<file path="src/rtl/pci_cfg_pkg.sv">
package pci_cfg_pkg;

  localparam int DW_W = 6;

  localparam logic [DW_W-1:0] IDX_IDENT   = 6'd0;
  localparam logic [DW_W-1:0] IDX_CMDSTAT = 6'd1;
  localparam logic [DW_W-1:0] IDX_CLASS   = 6'd2;
  localparam logic [DW_W-1:0] IDX_HDRB    = 6'd3;
  localparam logic [DW_W-1:0] IDX_BAR0    = 6'd4;
  localparam logic [DW_W-1:0] IDX_SUBSYS  = 6'd11;
  localparam logic [DW_W-1:0] IDX_CAPPTR  = 6'd13;
  localparam logic [DW_W-1:0] IDX_INTR    = 6'd15;
  localparam logic [DW_W-1:0] IDX_PMCAP   = 6'd16;
  localparam logic [DW_W-1:0] IDX_PMCSR   = 6'd17;
  localparam logic [DW_W-1:0] IDX_LAST    = 6'd17;

  localparam logic [15:0] CMD_RW_MASK = 16'h0542;
  localparam int          CMD_INTDIS  = 10;
  localparam logic [7:0]  CAP_BASE    = 8'h40;

  typedef logic [2:0] sticky_t;
  localparam int STK_PAR  = 2;
  localparam int STK_SERR = 1;
  localparam int STK_TAB  = 0;

endpackage

</file>
<file path="src/rtl/pci_cfg_cmdstat.sv">
module pci_cfg_cmdstat
  import pci_cfg_pkg::*;
(
  input  logic        clk,
  input  logic        rst_n,
  input  logic        wr_hit,
  input  logic [1:0]  cmd_be,
  input  logic [15:0] cmd_wdata,
  input  logic        clr_be,
  input  sticky_t     clr_bits,
  input  sticky_t     evt,
  input  logic        irq_req,
  output logic [15:0] cmd_q,
  output logic [15:0] stat_word,
  output logic        inta_n
);

  logic [15:0] cmd_d;
  logic [15:0] cmd_mask;
  sticky_t     stk_q;
  sticky_t     stk_d;
  sticky_t     clr_now;
  logic        inta_d;

  always_comb begin
    cmd_mask = {{8{cmd_be[1]}}, {8{cmd_be[0]}}} & CMD_RW_MASK;
    cmd_d    = cmd_q;
    if (wr_hit) begin
      cmd_d = (cmd_q & ~cmd_mask) | (cmd_wdata & cmd_mask);
    end
  end

  always_comb begin
    clr_now = (wr_hit && clr_be) ? clr_bits : '0;
    stk_d   = (stk_q & ~clr_now) | evt;
  end

  always_comb begin
    inta_d = ~(irq_req & ~cmd_q[CMD_INTDIS]);
  end

  always_comb begin
    stat_word = {stk_q[STK_PAR], stk_q[STK_SERR], 2'b00, stk_q[STK_TAB],
                 2'b01, 4'b0000, 1'b1, irq_req, 3'b000};
  end

  always_ff @(posedge clk or negedge rst_n) begin
    if (!rst_n) begin
      cmd_q  <= '0;
      stk_q  <= '0;
      inta_n <= 1'b1;
    end else begin
      cmd_q  <= cmd_d;
      stk_q  <= stk_d;
      inta_n <= inta_d;
    end
  end

  p_parity_sets_r4: assert property (@(posedge clk) disable iff (!rst_n)
    evt[STK_PAR] |=> stk_q[STK_PAR]);
  p_serr_sets_r4: assert property (@(posedge clk) disable iff (!rst_n)
    evt[STK_SERR] |=> stk_q[STK_SERR]);
  p_tabort_sets_r4: assert property (@(posedge clk) disable iff (!rst_n)
    evt[STK_TAB] |=> stk_q[STK_TAB]);
  p_w1c_clears_r5: assert property (@(posedge clk) disable iff (!rst_n)
    (wr_hit && clr_be && clr_bits[STK_SERR] && !evt[STK_SERR]) |=> !stk_q[STK_SERR]);
  p_sticky_holds_r5: assert property (@(posedge clk) disable iff (!rst_n)
    (stk_q[STK_PAR] && !(wr_hit && clr_be && clr_bits[STK_PAR])) |=> stk_q[STK_PAR]);
  p_event_wins_r6: assert property (@(posedge clk) disable iff (!rst_n)
    (evt[STK_TAB] && wr_hit && clr_be && clr_bits[STK_TAB]) |=> stk_q[STK_TAB]);
  p_inta_masked_r9: assert property (@(posedge clk) disable iff (!rst_n)
    cmd_q[CMD_INTDIS] |=> inta_n);
  p_inta_idle_r9: assert property (@(posedge clk) disable iff (!rst_n)
    !irq_req |=> inta_n);
  p_inta_drive_r9: assert property (@(posedge clk) disable iff (!rst_n)
    (irq_req && !cmd_q[CMD_INTDIS]) |=> !inta_n);

endmodule

</file>
<file path="src/rtl/pci_cfg_hdrbytes.sv">
module pci_cfg_hdrbytes (
  input  logic        clk,
  input  logic        rst_n,
  input  logic        wr_hdr,
  input  logic [1:0]  hdr_be,
  input  logic [15:0] hdr_wdata,
  input  logic        wr_intl,
  input  logic [7:0]  intl_wdata,
  input  logic        wr_pm,
  input  logic [1:0]  pm_wdata,
  output logic [7:0]  cls_q,
  output logic [7:0]  lat_q,
  output logic [7:0]  intl_q,
  output logic [1:0]  pm_q
);

  logic [7:0] cls_d;
  logic [7:0] lat_d;
  logic [7:0] intl_d;
  logic [1:0] pm_d;

  always_comb begin
    cls_d  = (wr_hdr && hdr_be[0]) ? hdr_wdata[7:0]  : cls_q;
    lat_d  = (wr_hdr && hdr_be[1]) ? hdr_wdata[15:8] : lat_q;
    intl_d = wr_intl ? intl_wdata : intl_q;
    pm_d   = wr_pm   ? pm_wdata   : pm_q;
  end

  always_ff @(posedge clk or negedge rst_n) begin
    if (!rst_n) begin
      cls_q  <= '0;
      lat_q  <= '0;
      intl_q <= '0;
      pm_q   <= '0;
    end else begin
      cls_q  <= cls_d;
      lat_q  <= lat_d;
      intl_q <= intl_d;
      pm_q   <= pm_d;
    end
  end

  p_pm_hold_r11: assert property (@(posedge clk) disable iff (!rst_n)
    !wr_pm |=> $stable(pm_q));
  p_intl_hold_r14: assert property (@(posedge clk) disable iff (!rst_n)
    !wr_intl |=> $stable(intl_q));

endmodule

</file>
<file path="src/rtl/pci_cfg_bar.sv">
module pci_cfg_bar #(
  parameter int SIZE_LOG2 = 12
) (
  input  logic        clk,
  input  logic        rst_n,
  input  logic        wr_hit,
  input  logic [3:0]  be,
  input  logic [31:0] wdata,
  output logic [31:0] bar_q
);

  localparam logic [31:0] ADDR_MASK = ~((32'd1 << SIZE_LOG2) - 32'd1);

  logic [31:0] be_mask;
  logic [31:0] bar_d;

  always_comb begin
    be_mask = {{8{be[3]}}, {8{be[2]}}, {8{be[1]}}, {8{be[0]}}} & ADDR_MASK;
    bar_d   = bar_q;
    if (wr_hit) begin
      bar_d = (bar_q & ~be_mask) | (wdata & be_mask);
    end
  end

  always_ff @(posedge clk or negedge rst_n) begin
    if (!rst_n) begin
      bar_q <= '0;
    end else begin
      bar_q <= bar_d;
    end
  end

  p_bar_hold_r10: assert property (@(posedge clk) disable iff (!rst_n)
    !wr_hit |=> $stable(bar_q));

endmodule

</file>
<file path="src/rtl/pci_cfg_space.sv">
module pci_cfg_space
  import pci_cfg_pkg::*;
#(
  parameter logic [15:0] DEV_ID        = 16'hC0DE,
  parameter logic [15:0] VEN_ID        = 16'h1BAD,
  parameter logic [7:0]  REV_ID        = 8'h03,
  parameter logic [23:0] CLASS_CODE    = 24'h070002,
  parameter logic [15:0] SUBSYS_ID     = 16'h0958,
  parameter logic [15:0] SUBSYS_VEN    = 16'h1BAD,
  parameter logic [7:0]  INT_PIN       = 8'h01,
  parameter logic [7:0]  MIN_GNT       = 8'h00,
  parameter logic [7:0]  MAX_LAT       = 8'h00,
  parameter logic [15:0] PM_CAPS       = 16'h0003,
  parameter int          NUM_BARS      = 6,
  parameter logic [5:0]  BAR_USED      = 6'b000111,
  parameter int          BAR_SIZE_LOG2 = 12
) (
  input  logic        clk,
  input  logic        rst_n,
  input  logic [5:0]  cfg_dw,
  input  logic [31:0] wr_data,
  input  logic [3:0]  byte_en,
  input  logic        rd_stb,
  input  logic        wr_stb,
  output logic [31:0] rd_data,
  input  logic        evt_parity,
  input  logic        evt_serr,
  input  logic        evt_tabort,
  input  logic        irq_req,
  output logic        inta_n
);

  logic [15:0] cmd_q;
  logic [15:0] stat_word;
  logic [7:0]  cls_q;
  logic [7:0]  lat_q;
  logic [7:0]  intl_q;
  logic [1:0]  pm_q;
  logic [31:0] bar_rd [NUM_BARS];
  logic [31:0] rd_mux;
  logic [31:0] rd_d;
  sticky_t     evt_vec;
  sticky_t     clr_vec;

  always_comb begin
    evt_vec           = '0;
    evt_vec[STK_PAR]  = evt_parity;
    evt_vec[STK_SERR] = evt_serr;
    evt_vec[STK_TAB]  = evt_tabort;
    clr_vec           = '0;
    clr_vec[STK_PAR]  = wr_data[31];
    clr_vec[STK_SERR] = wr_data[30];
    clr_vec[STK_TAB]  = wr_data[27];
  end

  pci_cfg_cmdstat u_cmdstat (
    .clk       (clk),
    .rst_n     (rst_n),
    .wr_hit    (wr_stb && (cfg_dw == IDX_CMDSTAT)),
    .cmd_be    (byte_en[1:0]),
    .cmd_wdata (wr_data[15:0]),
    .clr_be    (byte_en[3]),
    .clr_bits  (clr_vec),
    .evt       (evt_vec),
    .irq_req   (irq_req),
    .cmd_q     (cmd_q),
    .stat_word (stat_word),
    .inta_n    (inta_n)
  );

  pci_cfg_hdrbytes u_hdrbytes (
    .clk        (clk),
    .rst_n      (rst_n),
    .wr_hdr     (wr_stb && (cfg_dw == IDX_HDRB)),
    .hdr_be     (byte_en[1:0]),
    .hdr_wdata  (wr_data[15:0]),
    .wr_intl    (wr_stb && byte_en[0] && (cfg_dw == IDX_INTR)),
    .intl_wdata (wr_data[7:0]),
    .wr_pm      (wr_stb && byte_en[0] && (cfg_dw == IDX_PMCSR)),
    .pm_wdata   (wr_data[1:0]),
    .cls_q      (cls_q),
    .lat_q      (lat_q),
    .intl_q     (intl_q),
    .pm_q       (pm_q)
  );

  for (genvar g = 0; g < NUM_BARS; g++) begin : g_bar
    if (BAR_USED[g]) begin : g_impl
      pci_cfg_bar #(
        .SIZE_LOG2 (BAR_SIZE_LOG2)
      ) u_bar (
        .clk    (clk),
        .rst_n  (rst_n),
        .wr_hit (wr_stb && (cfg_dw == IDX_BAR0 + 6'(g))),
        .be     (byte_en),
        .wdata  (wr_data),
        .bar_q  (bar_rd[g])
      );
    end else begin : g_none
      assign bar_rd[g] = '0;
    end
  end

  always_comb begin
    rd_mux = '0;
    case (cfg_dw)
      IDX_IDENT:   rd_mux = {DEV_ID, VEN_ID};
      IDX_CMDSTAT: rd_mux = {stat_word, cmd_q};
      IDX_CLASS:   rd_mux = {CLASS_CODE, REV_ID};
      IDX_HDRB:    rd_mux = {16'h0000, lat_q, cls_q};
      IDX_SUBSYS:  rd_mux = {SUBSYS_ID, SUBSYS_VEN};
      IDX_CAPPTR:  rd_mux = {24'h000000, CAP_BASE};
      IDX_INTR:    rd_mux = {MAX_LAT, MIN_GNT, INT_PIN, intl_q};
      IDX_PMCAP:   rd_mux = {PM_CAPS, 8'h00, 8'h00};
      IDX_PMCSR:   rd_mux = {30'd0, pm_q};
      default:     rd_mux = '0;
    endcase
    for (int i = 0; i < NUM_BARS; i++) begin
      if (cfg_dw == IDX_BAR0 + 6'(i)) begin
        rd_mux = bar_rd[i];
      end
    end
  end

  always_comb begin
    rd_d = rd_stb ? rd_mux : rd_data;
  end

  always_ff @(posedge clk or negedge rst_n) begin
    if (!rst_n) begin
      rd_data <= '0;
    end else begin
      rd_data <= rd_d;
    end
  end

  p_rd_hold_r13: assert property (@(posedge clk) disable iff (!rst_n)
    !rd_stb |=> $stable(rd_data));
  p_unimpl_zero_r12: assert property (@(posedge clk) disable iff (!rst_n)
    (rd_stb && (cfg_dw > IDX_LAST)) |=> (rd_data == 32'd0));
  p_ident_read_r2: assert property (@(posedge clk) disable iff (!rst_n)
    (rd_stb && (cfg_dw == IDX_IDENT)) |=> (rd_data == {DEV_ID, VEN_ID}));

endmodule

</file>
<file path="config.mk">
export PLATFORM = sky130hd
export DESIGN_NAME = pci_cfg_space
export DESIGN_NICKNAME = d
export VERILOG_FILES = /design/src/rtl/pci_cfg_pkg.sv /design/src/rtl/pci_cfg_cmdstat.sv /design/src/rtl/pci_cfg_hdrbytes.sv /design/src/rtl/pci_cfg_bar.sv /design/src/rtl/pci_cfg_space.sv
export SDC_FILE = /design/constraint.sdc
export NUM_CORES = 1
export LEC_CHECK = 0
export ABC_AREA = 1
export BUFFER_PORTS_ARGS = -buffer_cell sky130_fd_sc_hd__buf_4
export CAP_MARGIN = 20
export CORE_ASPECT_RATIO = 2
export CORE_UTILIZATION = 38
export DETAILED_ROUTE_END_ITERATION = 10
export GPL_TIMING_DRIVEN = 0
export PLACE_DENSITY = 0.64
export SLEW_MARGIN = 30
export SYNTH_ARGS = -nofsm -noshare
export SYNTH_HDL_FRONTEND = slang
export SYNTH_SLANG_ARGS = --single-unit
</file>
<file path="constraint.sdc">
create_clock -name clk -period 1.2 [get_ports clk]
set_input_delay 0 -clock clk [delete_from_list [all_inputs] [get_ports clk]]
set_output_delay 0 -clock clk [all_outputs]
set_load 0.05 [all_outputs]
</file>
# Yosys cells after proc, flatten, opt, wreduce, memory -nomap -nowiden
# Cells that the tools add are included.
totals:
  out_inout_bits: 33
  elab_cells: 63
  ff_bits: 174
op_classes:
  n_bitwise: 18
  eq_ne: 14
  n_reduce_logical: 12
  n_mux: 8
op_table:
  columns: ["cell", "n"]
  rows:
  - ["32-bit one-hot mux with 9 select lines", 1]
  - ["32-bit 2-to-1 mux", 6]
  - ["32-bit AND", 4]
  - ["32-bit bitwise OR", 3]
  - ["32-bit NOT", 1]
  - ["6-bit by 4-bit == test with 1-bit output, second input constant", 5]
  - ["6-bit by 3-bit == test with 1-bit output, second input constant", 4]
  - ["16-bit by 11-bit AND with 16-bit output", 1]
  - ["16-bit AND", 1]
  - ["11-bit NOT with 16-bit output", 1]
  - ["16-bit bitwise OR", 1]
  - ["6-bit by 2-bit == test with 1-bit output, second input constant", 2]
  - ["6-bit by 5-bit == test with 1-bit output, second input constant", 2]
  - ["1-bit logical AND", 11]
  - ["6-bit by 1-bit == test with 1-bit output, second input constant", 1]
  - ["6-bit logical NOT", 1]
  - ["3-bit AND", 1]
  - ["3-bit 2-to-1 mux", 1]
  - ["3-bit NOT", 1]
  - ["3-bit bitwise OR", 1]
  - ["1-bit NOT", 2]
  - ["1-bit AND", 1]

# Logic depth before layout (Yosys ltp)
# Gate-level depths: netlist (run 1).
depth:
  depth_word: 8
  ltp_mapped: 10
  mapped_depth_nobuf: 9

# By module
# A second synthesis (run 1) with hierarchy kept.
hier_totals:
  hier_cells: 930
  hier_area_um2: 6944.2
modules_own_cells:
  columns: ["mod", "cells_per_inst", "area_per_inst_um2", "instances", "seq_area_each_um2"]
  rows:
  - ["pci_cfg_space", 455, 2705.1, 1, 800.8]
  - ["pci_cfg_bar", 100, 893.4, 3, 500.5]
  - ["pci_cfg_hdrbytes", 111, 1032.2, 1, 650.6]
  - ["pci_cfg_cmdstat", 64, 526.8, 1, 201.4]

# Worst setup path before layout (run 1)
# No wires, ideal clock.
synth_path:
  path_kind: "input to register"
  startpoint: "input cfg_dw[4]"
  endpoint: "register rd_data[17]"
  t_arrival_ns: 0.990
  t_required_ns: 1.082
  path_slack_ns: 0.092
  path_stages: 8
  n_path_buf: 2
  path_cell_list: "nor2_4 -> buf_6 -> nand2_4 -> o211ai_2 -> buf_4 -> nor2_1 -> nand2_1 -> nand2_1"
synth_via:
  elab_chain_cells: 8
synth_lines:
  columns: ["item", "line", "source"]
  rows:
  - ["from (decl)", "pci_cfg_space.sv:20", "input logic [5:0] cfg_dw,"]
  - ["6-bit by 5-bit == test with 1-bit output (tied with other cells)", "pci_cfg_space.sv:106", "case (cfg_dw)"]
  - ["32-bit one-hot mux with 9 select lines", "pci_cfg_space.sv:106", null]
  - ["32-bit 2-to-1 mux (5 in series)", "pci_cfg_space.sv:119", "if (cfg_dw == IDX_BAR0 + 6'(i)) begin"]
  - ["32-bit 2-to-1 mux *", "pci_cfg_space.sv:119", null]
  - ["to (signal assigned)", "pci_cfg_space.sv:133", "rd_data <= rd_d;"]
  - ["to (decl)", "pci_cfg_space.sv:25", "output logic [31:0] rd_data,"]
# Every way passes the cells marked *; elsewhere a longest branch is shown, timed or not.
# A chain may end at the register's enable or synchronous reset.

# Worst setup path after layout (run 1)
layout_path:
  startpoint: "register u_cmdstat.inta_n"
  endpoint: "output inta_n"
layout_lines:
  columns: ["item", "line", "source"]
  rows:
  - ["from (decl)", "pci_cfg_cmdstat.sv:15", "output logic inta_n"]
  - ["from (signal assigned)", "pci_cfg_cmdstat.sv:55", "inta_n <= inta_d;"]
  - ["to (decl)", "pci_cfg_space.sv:30", "output logic inta_n"]
# No word-level cell between the ends.

==> results.tsv, run 1 <==
metric	value	unit
outcome	finished, final reports clean	
PD cells	1370	nW/um2
Clock transition at path regs	0.06	ns
Finished Cell Area	7700	um2
ant diodes	0	
Final Hold Fails	0	
P&R area growth vs syn	31.9	%
# Max-Cap Violations	0	
worst-path maximum fanout	1	
Synth area leaders	dfrtp_1 (54%), nand2_1 (17%), o21ai_0 (7.8%)	
Pleak	0.00405	uW
DP HPWL	11600	um
I/O pin count	83	
Num CTS Buffers	17	
die area	15900	um2
r2r worst-path depth	5	
Critical Path AT	1.15	ns
post-synthesis net count	766	
top routing layer used	met4	
YS warnings	0	
crit path kind	register to output pin	
metal2 WL	8940	um
Req. time, crit path	1.20	ns
Met1 Wirelength	6440	um
CTS tree	yes	
cell chain of the critical path	buf_4	
final core occ	51.7	%
antenna viol nets, final	0	
dpl cells	993	
Slew headroom	59.4	%
Chip Width	89.6	um
min-delay worst type	input pin to register	
CP startpoint kind	register	
asr flop ratio synth	100	%
critical path buffer and inverter count	1	
Clk Latency, worst-skew pair	0.42	ns
Worst R2R End	rd_data[26]	
largest net degree at the start of global routing	67	
Gate Count Post-Synth	716	
H-Tree Depth	4	
Synth Area in Compound Gates	10.5	%
Clock Sinks	126	
Max Root-Sink Buffers	2	
placed instance area	6720	um2
area leader, netlist	dfrtp_1	
IO buf count	81	
final period utilization	95.5	%
Pre-Repair DR Iteration Count	4	
Slew Viols, Final	0	
initial antenna violation count	0	
EDFF count, synth	0	
share of layout cells above drive strength 1	18.4	%
Placer Congestion	0.883	
area taken by multi-input logic gates	2260	um2
Starting DRT DRC Count	268	
fin nets	907	
Post-Syn Area	5840	um2
Initial Util	39.2	%
die span in y	177	um
largest stage delay on the critical path	0.54	ns
Root Buffer Master	clkbuf_16	
Synth Register Bits	126	
top-count cell post-synth	nand2_1	
DR WL met3	568	um
actual slew at the worst max-slew pin	0.609	ns
register area	3150	um2
Worst R2R Setup Slack	0.18	ns
Total GRT Usage	22.3	%
post-synthesis xor/xnor area fraction	0	%
DR WL/cell	15.2	um
Finish-stage setup viols	0	
cell count of the worst hold path	4	
adder-cell area share of the yosys netlist	0	%
maximum VDD drop	1.06	mV
Crit. End Element	output pin	
area share of the largest cell type after synthesis	53.6	%
fmax	873	MHz
Fin Hold WS	0.00943	ns
post-CTS setup buffers	0	
top_reg_cell synth	dfrtp_1	
crit-path leading delay family	flip-flops	
# DRC	0	
core area	14900	um2
top cells by count, synth	nand2_1 (257), dfrtp_1 (125), o21ai_0 (91)	
mux contribution to synthesized area	0	%
main combinational cell family by area after synthesis	simple AND/OR/NAND/NOR gates	
global route overflow	0	
Crit-path slowest cell	dfstp_2	
drt total wl	16200	um
DR vias	5087	
global-route wire length before repair	26400	um
register area share after synthesis	54.0	%
average size of a mapped cell	8.15	um2
skew final	0.00698	ns
vias in the first global route	5217	
Fillers	1455	
simple logic cell fraction of the synthesized area	28.0	%
non-filler cells, final	1065	
Final min period	1.15	ns
DR vias/cell	4.78	
RSZ-0062 raised after global routing	no	
worst hold start	byte_en[2]	
post-synth cell types	25	
Rows	63	
through the flow:
step,setup WS [ns],power (uW),setup TNS (ns)
after floorplan,0.0921,5220,0
after global placement,-0.450,5640,-64.54
after detailed placement,-0.468,5680,-26.28
after CTS,0.0107,10600,0
after global routing,0.0160,10900,0
final,0.0543,10600,0
cell type report:
type / instances / share of cell area, %
multi-input combinational: 499 / 29.3
inverter: 66 / 3.22
buffer: 25 / 2.49
timing repair buffer: 122 / 13.5
clock inverter: 11 / 1.19
sequential: 126 / 41.0
clock buffer: 21 / 6.11
tap: 195 / 3.17
where the power goes:
part / leakage, uW / internal (uW) / switching (uW) / total (uW)
combinational: 0.00207 / 416 / 611 / 1030
sequential: 0.00171 / 4530 / 152 / 4680
clock: 0.000274 / 2990 / 1880 / 4870
cells by family (layout without fill, tap and decap cells):
family,after synthesis,count (layout)
buffers and inverters,91,245
AOI/OAI and AO/OA,120,120
and+or+nand+nor,379,379
DFF,126,126
cells in the final DEF (no fill, tap or decap):
cell,count
nand2_1,257
dfrtp_1,125
o21ai_0,91
buf_4,83
nor2_1,66
inv_1,62
dlygate4sd3_1,40
nand3_1,31
a21oi_1,20
clkbuf_16,17
buf_2,8
buf_6,7
o21ai_1,7
nor2_4,6
nand3_4,6
clkinv_2,6
clkbuf_1,5
inv_2,4
nand4_1,4
buf_8,3
clkbuf_8,3
clkinvlp_4,3
nand3_2,2
nand2_4,2
nand2_2,2
or2_2,2
o21bai_1,1
clkbuf_2,1
o211ai_4,1
and2_1,1
bufinv_16,1
clkinv_4,1
buf_16,1
dfstp_2,1
what timing repair did:
action	CTS	global route
resized for setup	2	3
endpoints found under the hold margin	197	0
hold buffers	40	0
endpoints found under the setup margin	12	7
worst max path at each step:
stage	start	slack [ns]	depth (start not counted)	to
after floorplan	cfg_dw[4]	0.09	8	rd_data[17]
after global routing	cfg_dw[4]	0.02	9	rd_data[20]
final	u_cmdstat.inta_n	0.05	1	inta_n
after global placement	cfg_dw[4]	-0.45	9	rd_data[14]
after CTS	wr_stb	0.01	7	u_hdrbytes.cls_q[1]
after detailed placement	cfg_dw[4]	-0.47	9	rd_data[14]
routing by layer:
| metal | vias up | global-route usage, % |
|---|---|---|
| met2 | 104 | 39.9 |
| met5 | - | 0 |
| met4 | 0 | 8.33 |
| met1 | 2426 | 25.5 |
| met3 | 15 | 4.43 |
| li1 | 2542 | - |
Power figures use the tool's default switching activity.
==> inputs of run 2 (changes only) <==
clock period = 1.28 ns   (was 1.2 ns; I/O delays follow)
==> results.tsv, run 2 (synthesized netlist as in run 1, its figures left out) <==
metric	value	unit
outcome	finished, final reports clean	
worst-path maximum fanout	10	
DR WL/cell	15.2	um
most frequent CP cell	nand2_1	
Total GRT Usage	22.4	%
CTS tree	yes	
post-CTS setup buffers	0	
skew final	0.00439	ns
area taken by multi-input logic gates	2260	um2
# DRC	0	
crit-path leading delay family	buffers and inverters	
die area	15900	um2
P&R area growth vs syn	31.7	%
Max Root-Sink Buffers	2	
commonest non-fill, non-tap cells in the layout	nand2_1 (257), dfrtp_1 (125), o21ai_0 (91)	
Crit-path slowest cell	buf_2	
Setup TNS	0	ns
register area	3150	um2
Req. time, crit path	1.59	ns
drt total wl	16200	um
Root Buffer Master	clkbuf_16	
I/O pin count	83	
ant diodes	0	
Crit. End Element	register	
Rows	63	
Pleak	0.00404	uW
DR vias/cell	4.76	
fmax	855	MHz
global-route wire length before repair	26400	um
cell chain of the critical path	buf_4, buf_2, nand2_1, inv_1, nand2_1, clkbuf_1, o21ai_0	
Num CTS Buffers	17	
Starting DRT DRC Count	263	
crit path kind	input pin to register	
# Max-Cap Violations	0	
non-filler cells, final	1064	
Slew Viols, Final	0	
IO buf count	81	
largest net degree at the start of global routing	67	
fin nets	906	
Initial Util	39.2	%
Final Hold Fails	0	
die span in y	177	um
DR vias	5069	
DP HPWL	11600	um
Clk Latency, worst-skew pair	0.41	ns
min-delay worst type	input pin to register	
RSZ-0062 raised after global routing	no	
Worst R2R End	rd_data[26]	
leading cell type in the layout, fill and taps excluded	nand2_1	
vias in the first global route	5220	
critical path buffer and inverter count	4	
Finish-stage setup viols	0	
PD cells	1290	nW/um2
Chip Width	89.6	um
antenna viol nets, final	0	
cell count of the worst hold path	4	
initial antenna violation count	0	
worst hold start	byte_en[2]	
Critical Path AT	1.48	ns
maximum VDD drop	0.957	mV
CP startpoint kind	input pin	
H-Tree Depth	4	
Fillers	1453	
Clock transition at path regs	0.06	ns
largest stage delay on the critical path	0.30	ns
Clock Sinks	126	
dpl cells	993	
share of layout cells above drive strength 1	18.3	%
global route overflow	0	
final period utilization	91.3	%
Worst R2R Setup Slack	0.25	ns
Pre-Repair DR Iteration Count	5	
actual slew at the worst max-slew pin	0.602	ns
Slew headroom	59.9	%
core area	14900	um2
Placer Congestion	0.883	
r2r worst-path depth	5	
Final min period	1.17	ns
-- run 2: changes by cell type in the layout (fill, tap and decap cells not counted), sizes merged --
cell / delta
dlygate4sd3: -1
-- run 2: layout make-up --
class	instances	area share [%]
sequential	126	41.0
clock buffer	21	6.12
timing repair buffer	121	13.4
inverter	66	3.22
tap	195	3.17
buffer	25	2.47
multi-input combinational	499	29.4
clock inverter	11	1.19
-- run 2: metal layers --
| metal | vias up | GRT usage (%) | part of all wire (%) |
|---|---|---|---|
| met4 | 0 | 8.27 | 2.3 |
| met3 | 25 | 4.43 | 3.9 |
| met2 | 125 | 39.9 | 55 |
| met5 | - | 0 | 0 |
| met1 | 2383 | 25.5 | 39 |
| li1 | 2536 | - | - |
-- run 2: per-stage QoR --
step | hold WS, ns | util, % | cell area [um2] | power (uW) | setup slack (ns)
5_1_grt | 0.0233 | 51.6 | 7690 | 10300 | 0.0301
2_1_floorplan | -0.296 | - | 5840 | 4890 | 0.172
3_3_place_gp | 0.141 | 44.9 | 6690 | 5290 | -0.370
6_report | 0.0194 | 51.6 | 7690 | 9910 | 0.111
4_1_cts | 0.00430 | 51.5 | 7680 | 9980 | 0.0456
3_5_place_dp | -0.0188 | 45.1 | 6720 | 5330 | -0.388
-- run 2: how the worst max path moves through the flow --
stage	end	cells past startpoint	from
after floorplan	rd_data[17]	8	cfg_dw[4]
after global placement	rd_data[14]	9	cfg_dw[4]
after detailed placement	rd_data[14]	9	cfg_dw[4]
after CTS	rd_data[14]	9	cfg_dw[4]
after global routing	u_hdrbytes.cls_q[1]	7	wr_stb
final	u_hdrbytes.cls_q[1]	7	wr_stb
-- run 2: report_power, final --
part / switching (uW) / internal (uW)
registers: 143 / 4250
logic: 572 / 388
clock network: 1760 / 2800
-- run 2: worst min-delay path: stages --
cell     delay (ns)
buf_4          0.14
nand3_4        0.14
nand2_1        0.06
o21ai_0        0.06
-- run 2: what timing repair did --
action / 4_1_cts / 5_1_grt
resized for setup: 0 / 3
endpoints found under the setup margin: 0 / 13
hold buffers: 39 / 0
endpoints found under the hold margin: 199 / 0
==> inputs of run 3 (changes only) <==
clock period = 1.5 ns   (was 1.28 ns; I/O delays follow)
==> results.tsv, run 3 (synthesized netlist as in run 1, its figures left out) <==
metric	value	unit
outcome	finished, final reports clean	
Num CTS Buffers	17	
largest stage delay on the critical path	0.53	ns
Critical Path AT	1.70	ns
Rows	63	
crit path kind	input pin to register	
Sw Pwr	2110	uW
DP HPWL	11600	um
CTS tree	yes	
min-delay worst type	input pin to register	
actual slew at the worst max-slew pin	0.563	ns
I/O pin count	83	
Fillers	1450	
Final Hold Fails	0	
Starting DRT DRC Count	238	
Chip Width	89.6	um
pre-CTS setup slack	-0.168	ns
Max Root-Sink Buffers	2	
ant diodes	0	
Crit. End Element	register	
Int Power	6340	uW
Clock Sinks	126	
skew final	0.00660	ns
global-route wire length before repair	26400	um
vias in the first global route	5222	
DR vias	5109	
Clock transition at path regs	0.06	ns
Clk Latency, worst-skew pair	0.41	ns
Clock power frac	46.1	%
drt total wl	16100	um
Pre-Repair DR Iteration Count	5	
final worst slack	0.154	ns
Placer Congestion	0.883	
maximum VDD drop	0.820	mV
final core occ	51.5	%
Root Buffer Master	clkbuf_16	
# Max-Cap Violations	0	
Fin Hold WS	0.0103	ns
global route overflow	0	
Slew Viols, Final	0	
# DRC	0	
Seq pwr share	44.3	%
leading cell type in the layout, fill and taps excluded	nand2_1	
Crit-path slowest cell	dlygate4sd3_1	
Finish-stage setup viols	0	
Pleak	0.00404	uW
die span in y	177	um
share of total power in combinational logic	9.6	%
final period utilization	89.8	%
RSZ-0062 raised after global routing	no	
commonest non-fill, non-tap cells in the layout	nand2_1 (257), dfrtp_1 (125), o21ai_0 (91)	
largest net degree at the start of global routing	67	
dpl cells	993	
Total GRT Usage	22.4	%
DR WL/cell	15.2	um
Initial Util	39.2	%
fin nets	906	
Worst R2R Setup Slack	0.47	ns
P&R area growth vs syn	31.5	%
share of layout cells above drive strength 1	18.2	%
most frequent CP cell	nand2_1	
Sw Ratio	25.0	%
DR vias/cell	4.80	
fmax	743	MHz
IO buf count	81	
PD cells	1100	nW/um2
antenna viol nets, final	0	
die area	15900	um2
Slew headroom	62.5	%
post-CTS setup buffers	0	
CP startpoint kind	input pin	
core area	14900	um2
non-filler cells, final	1064	
initial antenna violation count	0	
Req. time, crit path	1.85	ns
worst-path maximum fanout	10	
cell chain of the critical path	dlygate4sd3_1, clkbuf_1, o211ai_2, buf_4, nor2_1, nand2_1, nand2_1	
H-Tree Depth	4	
Final min period	1.35	ns
-- run 3: cell types whose count changed in the layout (fill, tap and decap cells not counted) --
cell and delta:
nand3_2 -1, nand3_1 +1, inv_1 +1, clkbuf_2 +1
clkbuf_1 -1, o211ai_4 -1, o211ai_2 +1, inv_2 -1
-- run 3: worst max-delay path: cells and delay by family --
kind,cells,cell delay (ns)
simple gates,3,0.21
compound gates,1,0.34
buf+inv,3,1.14
-- run 3: power groups by stage --
stage                     Sequential [uW]  Combinational (uW)  Clock, uW
after global placement               3790                 720          0
after CTS                            3740                 830       3940
final                                3750                 816       3900
after detailed placement             3800                 745          0
after global routing                 3770                 923       4070
after floorplan                      3850                 323          0
-- run 3: final timing paths --
| check | from | endpoint | cells after the start |
|---|---|---|---|
| max | rd_stb | rd_data[14] | 7 |
| min | byte_en[2] | register | 4 |
| max reg2reg | register | rd_data[26] | 5 |
| min reg2reg | rd_data[21] | rd_data[21] | 2 |
| max in group asynchronous | rst_n | u_cmdstat.inta_n | 3 |
| min in group asynchronous | rst_n | u_hdrbytes.intl_q[6] | 2 |
-- run 3: metrics by stage --
stage | TNS (ns) | total power, uW | instance area [um2]
floorplan | 0 | 4180 | 5840
global placement | -4.72 | 4510 | 6690
detailed placement | -2.07 | 4540 | 6720
CTS | 0 | 8510 | 7680
global route | 0 | 8760 | 7680
finish | 0 | 8460 | 7680
-- run 3: final cells by class --
| type | instances | area (um2) | share of cell area (%) |
|---|---|---|---|
| Tap cell | 195 | 244 | 3.18 |
| Timing Repair Buffer | 121 | 1030 | 13.5 |
| Buffer | 25 | 191 | 2.49 |
| Sequential cell | 126 | 3150 | 41.1 |
| Clock buffer | 21 | 470 | 6.13 |
| Clock inverter | 11 | 91.3 | 1.19 |
| Inverter | 66 | 248 | 3.23 |
| Multi-Input combinational cell | 499 | 2240 | 29.2 |
-- run 3: what timing repair did --
| action | in CTS | in global routing |
|---|---|---|
| gates resized for setup | 0 | 2 |
| hold endpoints to repair | 199 | 0 |
| setup endpoints to repair | 0 | 1 |
| hold buffers | 39 | 0 |
-- run 3: per-layer routing --
metal	GRT usage, %	part of all wire (%)
met3	4.43	3.6
met1	25.5	40
met5	0	0
met2	39.9	54
met4	8.27	2.0
